===== src/rtl/eau_pkg.sv =====
package eau_pkg;
    localparam logic [3:0] AM_REG  = 4'd1;
    localparam logic [3:0] AM_LIT  = 4'd2;
    localparam logic [3:0] AM_DISP = 4'd3;
    localparam logic [3:0] AM_RIND = 4'd4;
    localparam logic [3:0] AM_IDX  = 4'd5;
    localparam logic [3:0] AM_ABS  = 4'd6;
    localparam logic [3:0] AM_PTR  = 4'd7;
    localparam logic [3:0] AM_PINC = 4'd8;
    localparam logic [3:0] AM_PDEC = 4'd9;
    localparam logic [3:0] AM_SCL  = 4'd10;

    typedef enum logic {
        ST_IDLE  = 1'b0,
        ST_FETCH = 1'b1
    } eau_state_e;
endpackage


===== src/rtl/eau_calc.sv =====
module eau_calc
    import eau_pkg::*;
#(
    parameter int W = 32
) (
    input  logic [3:0]   mode,
    input  logic [W-1:0] ra,
    input  logic [W-1:0] rb,
    input  logic [W-1:0] lit,
    input  logic [1:0]   scale_sel,
    input  logic [1:0]   size_sel,
    output logic         c_illegal,
    output logic         c_is_addr,
    output logic         c_need_mem,
    output logic         c_wb_en,
    output logic [W-1:0] c_value,
    output logic [W-1:0] c_wb_val
);
    logic [W-1:0] step;
    logic [W-1:0] scaled;

    assign step   = W'(1) << size_sel;
    assign scaled = rb << scale_sel;

    always_comb begin
        c_illegal  = 1'b0;
        c_is_addr  = 1'b1;
        c_need_mem = 1'b0;
        c_wb_en    = 1'b0;
        c_value    = '0;
        c_wb_val   = '0;
        case (mode)
            AM_REG: begin
                c_is_addr = 1'b0;
                c_value   = ra;
            end
            AM_LIT: begin
                c_is_addr = 1'b0;
                c_value   = lit;
            end
            AM_DISP: c_value = ra + lit;
            AM_RIND: c_value = ra;
            AM_IDX:  c_value = ra + rb;
            AM_ABS:  c_value = lit;
            AM_PTR: begin
                c_need_mem = 1'b1;
                c_value    = ra;
            end
            AM_PINC: begin
                c_value  = ra;
                c_wb_en  = 1'b1;
                c_wb_val = ra + step;
            end
            AM_PDEC: begin
                c_value  = ra;
                c_wb_en  = 1'b1;
                c_wb_val = ra - step;
            end
            AM_SCL:  c_value = ra + scaled + lit;
            default: begin
                c_illegal = 1'b1;
                c_is_addr = 1'b0;
            end
        endcase
    end
endmodule


===== src/rtl/eau_fsm.sv =====
module eau_fsm
    import eau_pkg::*;
#(
    parameter int W     = 32,
    parameter int IDX_W = 4
) (
    input  logic             clk,
    input  logic             rst_n,
    input  logic             go,
    input  logic [IDX_W-1:0] base_idx,
    input  logic             c_illegal,
    input  logic             c_is_addr,
    input  logic             c_need_mem,
    input  logic             c_wb_en,
    input  logic [W-1:0]     c_value,
    input  logic [W-1:0]     c_wb_val,
    input  logic             ptr_valid,
    input  logic [W-1:0]     ptr_data,
    output logic             ptr_req,
    output logic [W-1:0]     ptr_addr,
    output logic             done,
    output logic             is_addr,
    output logic             illegal,
    output logic [W-1:0]     result,
    output logic             wb_en,
    output logic [IDX_W-1:0] wb_idx,
    output logic [W-1:0]     wb_data
);
    eau_state_e state_q, state_d;

    always_ff @(posedge clk) begin
        if (!rst_n) state_q <= ST_IDLE;
        else        state_q <= state_d;
    end

    always_comb begin
        state_d = state_q;
        unique case (state_q)
            ST_IDLE:  if (go && c_need_mem) state_d = ST_FETCH;
            ST_FETCH: if (ptr_valid)        state_d = ST_IDLE;
        endcase
    end

    assign ptr_req = (state_q == ST_FETCH);

    always_ff @(posedge clk) begin
        if (!rst_n) begin
            done     <= 1'b0;
            is_addr  <= 1'b0;
            illegal  <= 1'b0;
            result   <= '0;
            wb_en    <= 1'b0;
            wb_idx   <= '0;
            wb_data  <= '0;
            ptr_addr <= '0;
        end else begin
            done    <= 1'b0;
            illegal <= 1'b0;
            wb_en   <= 1'b0;
            unique case (state_q)
                ST_IDLE: begin
                    if (go && c_need_mem) begin
                        ptr_addr <= c_value;
                    end else if (go) begin
                        done    <= 1'b1;
                        is_addr <= c_is_addr;
                        illegal <= c_illegal;
                        result  <= c_value;
                        wb_en   <= c_wb_en;
                        wb_idx  <= base_idx;
                        wb_data <= c_wb_val;
                    end
                end
                ST_FETCH: begin
                    if (ptr_valid) begin
                        done    <= 1'b1;
                        is_addr <= 1'b1;
                        result  <= ptr_data;
                    end
                end
            endcase
        end
    end


    ptr_hold_chk: assert property (@(posedge clk) disable iff (!rst_n)
        (state_q == ST_FETCH && !ptr_valid) |=> (ptr_req && $stable(ptr_addr)));


    ptr_done_chk: assert property (@(posedge clk) disable iff (!rst_n)
        (ptr_req && ptr_valid) |=> (done && is_addr && result == $past(ptr_data)));


    wb_with_done_chk: assert property (@(posedge clk) disable iff (!rst_n)
        wb_en |-> done);


    illegal_quiet_chk: assert property (@(posedge clk) disable iff (!rst_n)
        illegal |-> (done && !wb_en && !is_addr && result == '0));
endmodule


===== src/rtl/eff_addr_unit.sv =====
module eff_addr_unit
    import eau_pkg::*;
#(
    parameter int W     = 32,
    parameter int NREG  = 16,
    localparam int IDX_W = $clog2(NREG)
) (
    input  logic             clk,
    input  logic             rst_n,
    input  logic             go,
    input  logic [3:0]       mode,
    input  logic [IDX_W-1:0] base_idx,
    input  logic [IDX_W-1:0] index_idx,
    input  logic [W-1:0]     lit,
    input  logic [1:0]       scale_sel,
    input  logic [1:0]       size_sel,
    output logic [IDX_W-1:0] rf_a_idx,
    input  logic [W-1:0]     rf_a_data,
    output logic [IDX_W-1:0] rf_b_idx,
    input  logic [W-1:0]     rf_b_data,
    output logic             ptr_req,
    output logic [W-1:0]     ptr_addr,
    input  logic             ptr_valid,
    input  logic [W-1:0]     ptr_data,
    output logic             done,
    output logic             is_addr,
    output logic             illegal,
    output logic [W-1:0]     result,
    output logic             wb_en,
    output logic [IDX_W-1:0] wb_idx,
    output logic [W-1:0]     wb_data
);
    logic         c_illegal, c_is_addr, c_need_mem, c_wb_en;
    logic [W-1:0] c_value, c_wb_val;

    assign rf_a_idx = base_idx;
    assign rf_b_idx = index_idx;

    eau_calc #(.W(W)) u_calc (
        .mode       (mode),
        .ra         (rf_a_data),
        .rb         (rf_b_data),
        .lit        (lit),
        .scale_sel  (scale_sel),
        .size_sel   (size_sel),
        .c_illegal  (c_illegal),
        .c_is_addr  (c_is_addr),
        .c_need_mem (c_need_mem),
        .c_wb_en    (c_wb_en),
        .c_value    (c_value),
        .c_wb_val   (c_wb_val)
    );

    eau_fsm #(.W(W), .IDX_W(IDX_W)) u_fsm (
        .clk        (clk),
        .rst_n      (rst_n),
        .go         (go),
        .base_idx   (base_idx),
        .c_illegal  (c_illegal),
        .c_is_addr  (c_is_addr),
        .c_need_mem (c_need_mem),
        .c_wb_en    (c_wb_en),
        .c_value    (c_value),
        .c_wb_val   (c_wb_val),
        .ptr_valid  (ptr_valid),
        .ptr_data   (ptr_data),
        .ptr_req    (ptr_req),
        .ptr_addr   (ptr_addr),
        .done       (done),
        .is_addr    (is_addr),
        .illegal    (illegal),
        .result     (result),
        .wb_en      (wb_en),
        .wb_idx     (wb_idx),
        .wb_data    (wb_data)
    );


    single_step_chk: assert property (@(posedge clk) disable iff (!rst_n)
        (go && !ptr_req && mode != AM_PTR) |=> done);


    busy_ignore_chk: assert property (@(posedge clk) disable iff (!rst_n)
        (ptr_req && !ptr_valid) |=> !done);


    operand_no_fetch_chk: assert property (@(posedge clk) disable iff (!rst_n)
        (go && !ptr_req && (mode == AM_REG || mode == AM_LIT)) |=> (!ptr_req && !is_addr));
endmodule


===== config.mk =====
export PLATFORM = sky130hd
export DESIGN_NAME = eff_addr_unit
export DESIGN_NICKNAME = d
export VERILOG_FILES = /design/src/rtl/eau_pkg.sv /design/src/rtl/eau_calc.sv /design/src/rtl/eau_fsm.sv /design/src/rtl/eff_addr_unit.sv
export SDC_FILE = /design/constraint.sdc
export NUM_CORES = 1
export LEC_CHECK = 0
export ABC_AREA = 0
export ABC_CLOCK_PERIOD_IN_PS = 5600
export BUFFER_PORTS_ARGS = -buffer_cell sky130_fd_sc_hd__buf_2
export CORE_UTILIZATION = 50
export DETAILED_ROUTE_END_ITERATION = 7
export PLACE_DENSITY = 0.75
export SLEW_MARGIN = 20
export SYNTH_ARGS = -nofsm -noshare
export SYNTH_HDL_FRONTEND = slang
export SYNTH_SLANG_ARGS = --single-unit

===== constraint.sdc =====
create_clock -name clk -period 5.6 [get_ports clk]
set_input_delay 0 -clock clk [delete_from_list [all_inputs] [get_ports clk]]
set_output_delay 0 -clock clk [all_outputs]
set_load 0.01 [all_outputs]

# After elaboration in Yosys (flattened, before gate mapping)
# Index checks and enable logic that the tools add are counted.
# op_classes
addsub	6
n_eq_ne	13
shifts	2
mux	21
n_bitwise	4
n_reduce_logical	10
# ops
cell	count
32-bit adder	5
32-bit one-hot mux with 5 select lines	1
32-bit one-hot mux with 2 select lines	2
32-bit two-way mux	3
1-bit by 2-bit << shifter with 32-bit output (first input constant)	1
32-bit by 2-bit << shifter with 32-bit output	1
32-bit subtractor	1
4-bit by 3-bit == test with 1-bit output (second input constant)	4
4-bit == test (second input constant)	3
1-bit two-way mux	12
10-bit OR reduction	1
4-bit by 2-bit == test with 1-bit output (second input constant)	2
8-bit OR reduction	1
2-bit != test (second input constant)	3
1-bit one-hot mux with 2 select lines	3
3-bit AND reduction	2
5-bit OR reduction	1
4-bit by 1-bit == test with 1-bit output (second input constant)	1
1-bit inverter	4
2-bit OR reduction	2
4-bit OR reduction	1
2-bit AND reduction	1
1-bit logical AND	1
# totals
register_bits	105
in_bits	148
elab_cells	65

# Depth between registers and ports, before layout
# Gate-level depths: netlist (run 1).
# logic_depth
depth_word	7
ltp_mapped	17

# Hierarchy
# From an unflattened synthesis (run 1), not the netlist that was laid out.
# hier_totals
cells_unflattened	1404
hier_area_um2	11845.1
# modules_own_cells
mod	instances	cells_per_inst	area_per_inst_um2	seq_area_each_um2
eau_calc	1	935	7457.2	0.0
eau_fsm	1	461	4327.9	2102.0
eff_addr_unit	1	8	60.1	0.0

# Least setup slack after synthesis (run 1)
# No wires, ideal clock.
# synth_path
kind	input to register
start	input port scale_sel[0]
end	register u_fsm.ptr_addr[29]
setup_time_ps	119
t_arrival_ps	4222
required_ps	5481
setup_slack_ps	1259
stages	16
n_path_buf	3
cell_sequence	clkbuf_1 buf_1 clkbuf_1 mux2i_1 nor2_1 fa_1 ha_1 fa_1 a211oi_1 nor2_1 o21a_1 o31ai_1 o21ai_0 a31oi_1 nand4_1 o221a_1
# synth_between
elab_chain_cells	4
# synth_lines
item	line_no	source
start: declaration	eff_addr_unit.sv:15	input logic [1:0] scale_sel,
32-bit by 2-bit << shifter with 32-bit output	eau_calc.sv:23	assign scaled = rb << scale_sel;
32-bit adder (2 in series)	eau_calc.sv:59	AM_SCL: c_value = ra + scaled + lit;
32-bit one-hot mux with 5 select lines	eau_calc.sv:32	case (mode)
end signal: assignment	eau_fsm.sv:63	ptr_addr <= c_value;
end: declaration	eau_fsm.sv:20	output logic [W-1:0] ptr_addr,
# No other way between the ends.
# A chain may end at the register's enable or synchronous reset.

# Final worst setup path (run 1)
# Same ends and word-level chain as after synthesis.

==> results.toml, run 1 <==
[status]
status = "finished with violations"
violations = "negative hold slack"

[floorplanning]
initial_core_util_pct = 51.50
coreArea_um2 = 22090
die_w_um = 152.9
fp.dieH_um = 152.9
pin_count = 261
num_rows = 54
die_area_um2 = 23360

[synth]
synth_edf_count = 0
yosysWarnings = 0
syn_inst = 1353
synth-seq-cells = 105
syn_avg_cell_area_um2 = 8.410
ys_top_cells_by_area = "dfxtp_1 (18%), ha_1 (10%), fa_1 (6.0%)"
syn_area_um2 = 11380
synthArstFlopShare_pct = 0
synth.top_cell.area_share_pct = 18.47
ys_dominant_reg_cell = "dfxtp_1"
ys_types = 81
ys_seq_area_share_pct = 18.47
postSynthNetCount = 1630
synth_top_cell_by_area = "dfxtp_1"

[power]
power.leakage_uw = 0.005887
sw_frac_of_total_pct = 42.58
pwr-share-clk_pct = 21.3
p_sw_uw = 1288
power.share.combinational_pct = 52.5
peakVddDrop_v = 0.0002068
p_seq_share_pct = 26.2
internal_power_uw = 1736
pwr_density_cell_nw_per_um2 = 229.5

[critical_path]
critPathMaxFanout = 24
crit_path_start_kind = "input port"
critPathMaxStageDelay_ps = 610
crit_path_end_kind = "register"
cpMaxStageDelayCell = "mux4_2"
path_cells = "buf_2, mux4_2, fa_1, ha_1, a2111oi_0, inv_1, o21a_1, o31ai_1, o21ai_0, a31oi_1, nand4_1, o221a_1"
crit_required_ps = 5860
cp.arrival_ps = 4520
crit_type = "input port to register"

[sta]
setup_slack_ps = 1346
whs_ps = -8.546
rsz0062_at_grt = "no"
setup_violations = 0
drv_slew = 0
fin_crit_sh_pct = 75.96
skew_ps = 10.74
max_clock_freq_mhz = 235.1
relSlewSlack_pct = 36.36
setup_tns_ps = 0
hold_viol_final = 1
fin_crit_ps = 4254
worst_pin_slew_ps = 948.9

[placement]
place.gp.congestion = 0.9986
dp_hpwl_um = 31800
io_buffers = 252
dp_slack_ps = 1011

[layout]
final_common_cell = "buf_2"
final_core_util_pct = 59.64
drive_gt1_share_pct = 24.66
fin_nets = 1833
syn_to_final_growth_pct = 15.81
n_fill_cell = 2023
mostFrequentLayoutCells = "buf_2 (252), nand2_1 (141), a21oi_1 (109)"
seq_area_um2 = 2102
multi_input_comb_area_um2 = 8817

[route]
avgRoutedWirePerCell_um = 21.99
dr.pass1.iters = 6
ant_nets = 0
drt-total-wl_um = 40530
vias_per_cell = 6.533
vias = 12041
drc_errors = 0
drt_iter0_markers = 1323

[clock_network]
cts_setup_buffers = 0
cts_tree = "yes"
clk_pin_slew_worst_paths_ps = 80
cts-resized-gates = 0
clk_path_buf_depth = 2
cts_max_level = 3
clock_sinks = 105
cts_made_buffers = 9
holdBufCountCts = 11
root_buffer = "clkbuf_16"
insertion_delay_ps = 370

[grt]
grt_max_degree = 97
antenna_found_initial = 1
overflow = 0
grt_use_total_pct = 34.36
grt_pass1_wl_um = 62780
grt_pass1_vias = 11353

[run]
drv_cap = 0

[hold_path]
hp-class = "input port to register"
## stage by stage
stage	power, µW	instance area [µm²]	instances
floorplan	1899	11380	1353
global placement	2336	12770	1814
detailed placement	2344	12770	1814
CTS	2995	13170	1841
global route	3205	13180	1842
finish	3024	13180	1843
## per-layer routing
| layer | track usage, % | wire length [µm] |
|---|---|---|
| met5 | 0 | 0 |
| met4 | 18.42 | 2059 |
| met3 | 6.096 | 3477 |
| met2 | 54.30 | 18190 |
| met1 | 44.68 | 16800 |
## path summary, 6_finish.rpt
check	slack, ps	cells after the start	startpoint	to
max	1350	12	scale_sel[0]	u_fsm.ptr_addr[29]
min	-9	3	ptr_data[14]	u_fsm.result[14]
max reg2reg	2840	7	u_fsm.ptr_req	u_fsm.wb_data[28]
min reg2reg	440	2	u_fsm.wb_data[31]	u_fsm.wb_data[31]
## critical path, delay by kind of cell
kind	cells	cell delay, ps
compound gates	6	2080
fa+ha+maj	2	820
buf+inv	2	700
mux	1	610
simple gates	1	290
## power by group through the flow
stage / Combinational (µW) / Clock (µW) / Sequential (µW)
2_1_floorplan: 1070 / 0 / 825
3_3_place_gp: 1530 / 0 / 810
3_5_place_dp: 1530 / 0 / 810
4_1_cts: 1550 / 651 / 793
5_1_grt: 1730 / 676 / 796
6_report: 1590 / 643 / 793
## sequential cells by signal, indices dropped and copies added, names as in the netlist
name,cells
u_fsm.done,1
u_fsm.illegal,1
u_fsm.is_addr,1
u_fsm.ptr_addr,32
u_fsm.ptr_req,1
u_fsm.result,32
u_fsm.wb_data,32
u_fsm.wb_en,1
u_fsm.wb_idx,4
## area by class of cell
type,instances,share of cell area (%)
timing repair buffer,280,11.37
clock inverter,6,0.3988
antenna,2,0.03798
inverter,30,0.8545
tap,280,2.659
sequential,105,15.95
multi-input combinational,1130,66.91
clock buffer,10,1.814
## synthesized netlist by cell type, types with 13 or more instances
cell type and instances:
clkbuf_1 72, and2_1 14, mux2_2 31, nor2_1 66
mux4_2 28, a22oi_1 13, a221oi_1 23, a21boi_0 20
xnor2_1 36, a31oi_1 13, a32o_1 13, nand3_1 33
inv_1 29, o221ai_1 16, ha_1 95, nor2b_1 21
dfxtp_1 105, a21oi_1 109, fa_1 34, o221a_2 15
nand4_1 16, xor2_1 43, o21bai_1 19, nand2_1 141
a211oi_1 16, nor3_1 13, a21o_1 40, o21ai_0 99
## logic make-up (layout without fill, tap and decap cells)
| group | after synthesis | in the layout | share of synthesized area (%) |
|---|---|---|---|
| compound gates | 501 | 501 | 30.92 |
| simple gates | 354 | 354 | 14.60 |
| fa+ha+maj | 129 | 129 | 16.43 |
| buf+inv | 118 | 326 | 4.178 |
| flops | 105 | 105 | 18.47 |
| xor+xnor | 79 | 79 | 6.081 |
| mux | 67 | 67 | 9.314 |
| other cells | 0 | 2 | 0 |
Note: power is estimated with default switching activity, not from simulation.
==> run 2, diff against run 1 <==
ABC_AREA = 1   (was 0)
ABC_CLOCK_PERIOD_IN_PS = 4210   (was 5600)
PLACE_DENSITY = 0.74   (was 0.75)
clock period = 4.21 ns   (was 5.6 ns; I/O delays follow)
==> run 2 against run 1 <==
The run now ends clean. Global-route usage is 3.9 points higher. First-iteration DRC count is 4.9% higher. Clock skew decreased by 1.2 ps. Via count up 23%. Die area is 8.5% higher. Register-to-register slack lost 780 ps. Clock power increased by 33%. Synthesized area rose by 8.6%. Critical endpoint is now u_fsm.result[20]. Non-clock buffer count increased by 11. Worst setup slack worse by 1000 ps. Worst hold slack improved by 8.5 ps. Final cell count increased by 42%.
==> results.toml, run 2 <==
[synth]
postSynthNetCount = 2323
syn_area_um2 = 12360
syn_inst = 2046
syn_avg_cell_area_um2 = 6.042
ys_seq_area_share_pct = 17.00
synth_edf_count = 0
ys_dominant_reg_cell = "dfxtp_1"
yosysWarnings = 0
ys_top_cells_by_area = "nand2_1 (17%), dfxtp_1 (17%), ha_1 (9.6%)"
ys_types = 51
synth_most_common_cell = "nand2_1"
synthArstFlopShare_pct = 0
synthTopCellsByCount = "nand2_1 (572), nor2_1 (215), inv_1 (211)"
synth-seq-cells = 105
synth.top_cell.area_share_pct = 17.37
synth_top_cell_by_area = "nand2_1"

[grt]
overflow = 0
grt_max_degree = 63
grt_use_total_pct = 38.21
grt_pass1_wl_um = 75440
grt_pass1_vias = 13752
antenna_found_initial = 0

[placement]
dp_hpwl_um = 40150
place.gp.congestion = 0.9838
io_buffers = 252

[critical_path]
critPathMaxFanout = 62
cp.arrival_ps = 4150
crit_type = "input port to register"
crit_path_start_kind = "input port"
rr_worst_depth = 9
rrSetupSlack_ps = 2060
crit_path_end_kind = "register"
crit_required_ps = 4460

[layout]
final_common_cell = "nand2_1"
fin_nets = 2557
diodes = 0
mostFrequentLayoutCells = "nand2_1 (572), buf_2 (252), nor2_1 (215)"
largestRegisters = "u_fsm.ptr_addr (32), u_fsm.result (32), u_fsm.wb_data (32)"
drive_gt1_share_pct = 14.57
syn_to_final_growth_pct = 16.00

[route]
vias_per_cell = 5.662
vias = 14772
drt-total-wl_um = 48760
drt_iter0_markers = 1388
ant_nets = 0
dr.pass1.iters = 8
avgRoutedWirePerCell_um = 18.69
drc_errors = 0

[clock_network]
root_buffer = "clkbuf_16"
insertion_delay_ps = 360
cts_tree = "yes"
clk_path_buf_depth = 2
clk_pin_slew_worst_paths_ps = 70
cts_made_buffers = 9
clock_sinks = 105
cts_setup_buffers = 0
cts_max_level = 3

[power]
power.leakage_uw = 0.007421
total_power_uw = 4039
peakVddDrop_v = 0.0001772
pwr_density_cell_nw_per_um2 = 281.7

[sta]
hold_viol_final = 0
drv_slew = 0
fin_crit_sh_pct = 92.81
max_clock_freq_mhz = 255.9
setup_violations = 0
setup_tns_ps = 0
relSlewSlack_pct = 29.57
worst_pin_slew_ps = 1055
skew_ps = 9.519
rsz0062_at_grt = "no"
fin_crit_ps = 3907

[floorplanning]
die_w_um = 159.2
initial_core_util_pct = 50.98
die_area_um2 = 25360
pin_count = 261
num_rows = 57
coreArea_um2 = 24250
fp.dieH_um = 159.2

[hold_path]
hp-class = "input port to primary output"
holdPathStages = 0

[status]
status = "finished, final reports clean"

[run]
drv_cap = 0
## run 2: cells by family after synthesis
group                    share of synthesized area [%]
AO/OA/AOI/OAI                                    21.38
XOR/XNOR                                        0.7086
adder cells (fa/ha/maj)                          15.12
buffers and inverters                            9.555
flip-flops                                       17.00
multiplexers                                     1.376
AND/OR/NAND/NOR                                  34.86
## run 2: stage by stage
step                util [%]  hold WS (ps)  cell area [µm²]  instances  setup slack (ps)
floorplan                  -         91.77            12360       2046              1101
global route           59.14       0.02518            14340       2609             46.69
detailed placement     56.77        0.1189            13770       2565             449.6
finish                 59.14      0.003903            14340       2609             302.7
global placement       56.77        0.1189            13770       2565             492.1
CTS                    59.13        0.1189            14340       2609             261.4
## run 2: final cells by class
cell class | instances | area (µm²)
clock buffer | 10 | 229.0
clock inverter | 6 | 62.56
fill | 2445 | 9908
inverter | 220 | 838.3
multi-input combinational | 1653 | 9079
sequential | 105 | 2102
tap | 324 | 405.4
timing repair buffer | 291 | 1624
## run 2: layer usage
metal	vias up	routed length, µm	GRT usage [%]
met1	6666	20570	48.54
li1	7250	-	-
met2	711	21920	63.34
met4	0	2688	19.89
met5	-	0	0
met3	145	3573	4.975
## run 2: final timing paths
path	from	to
setup / recovery	mode[3]	u_fsm.result[20]
hold / removal	index_idx[1]	rf_b_idx[1]
setup reg to reg	u_fsm.ptr_req	u_fsm.result[1]
hold reg to reg	u_fsm.result[26]	u_fsm.result[26]
## run 2: worst max-delay path, stage by stage
cell and delay [ps]:
dlygate4sd3_1 530, buf_2 140, inv_2 80, nand2_2 70
nor2_1 580, inv_4 380, nand2_1 130, o21ai_0 90
ha_1 270, fa_1 480, nand3_1 110, nand3_1 120
nand2_1 100, nand2_1 90, nand2_1 70, nand2_1 120
nand2_1 110, nand3_1 70, nand3_1 110, nand3_1 210
o21ai_0 230, nand2_1 60
## run 2: what timing repair did
action,4_1_cts,5_1_grt
gates resized for setup,0,2
hold buffers,28,0
endpoints found under the hold margin,28,0
endpoints found under the setup margin,0,10
## run 2: where the power goes
group / switching, µW / leakage [µW] / internal, µW
Clock: 436 / 0.000142 / 418
Sequential: 25.0 / 0.000853 / 1040
Combinational: 1410 / 0.00643 / 715
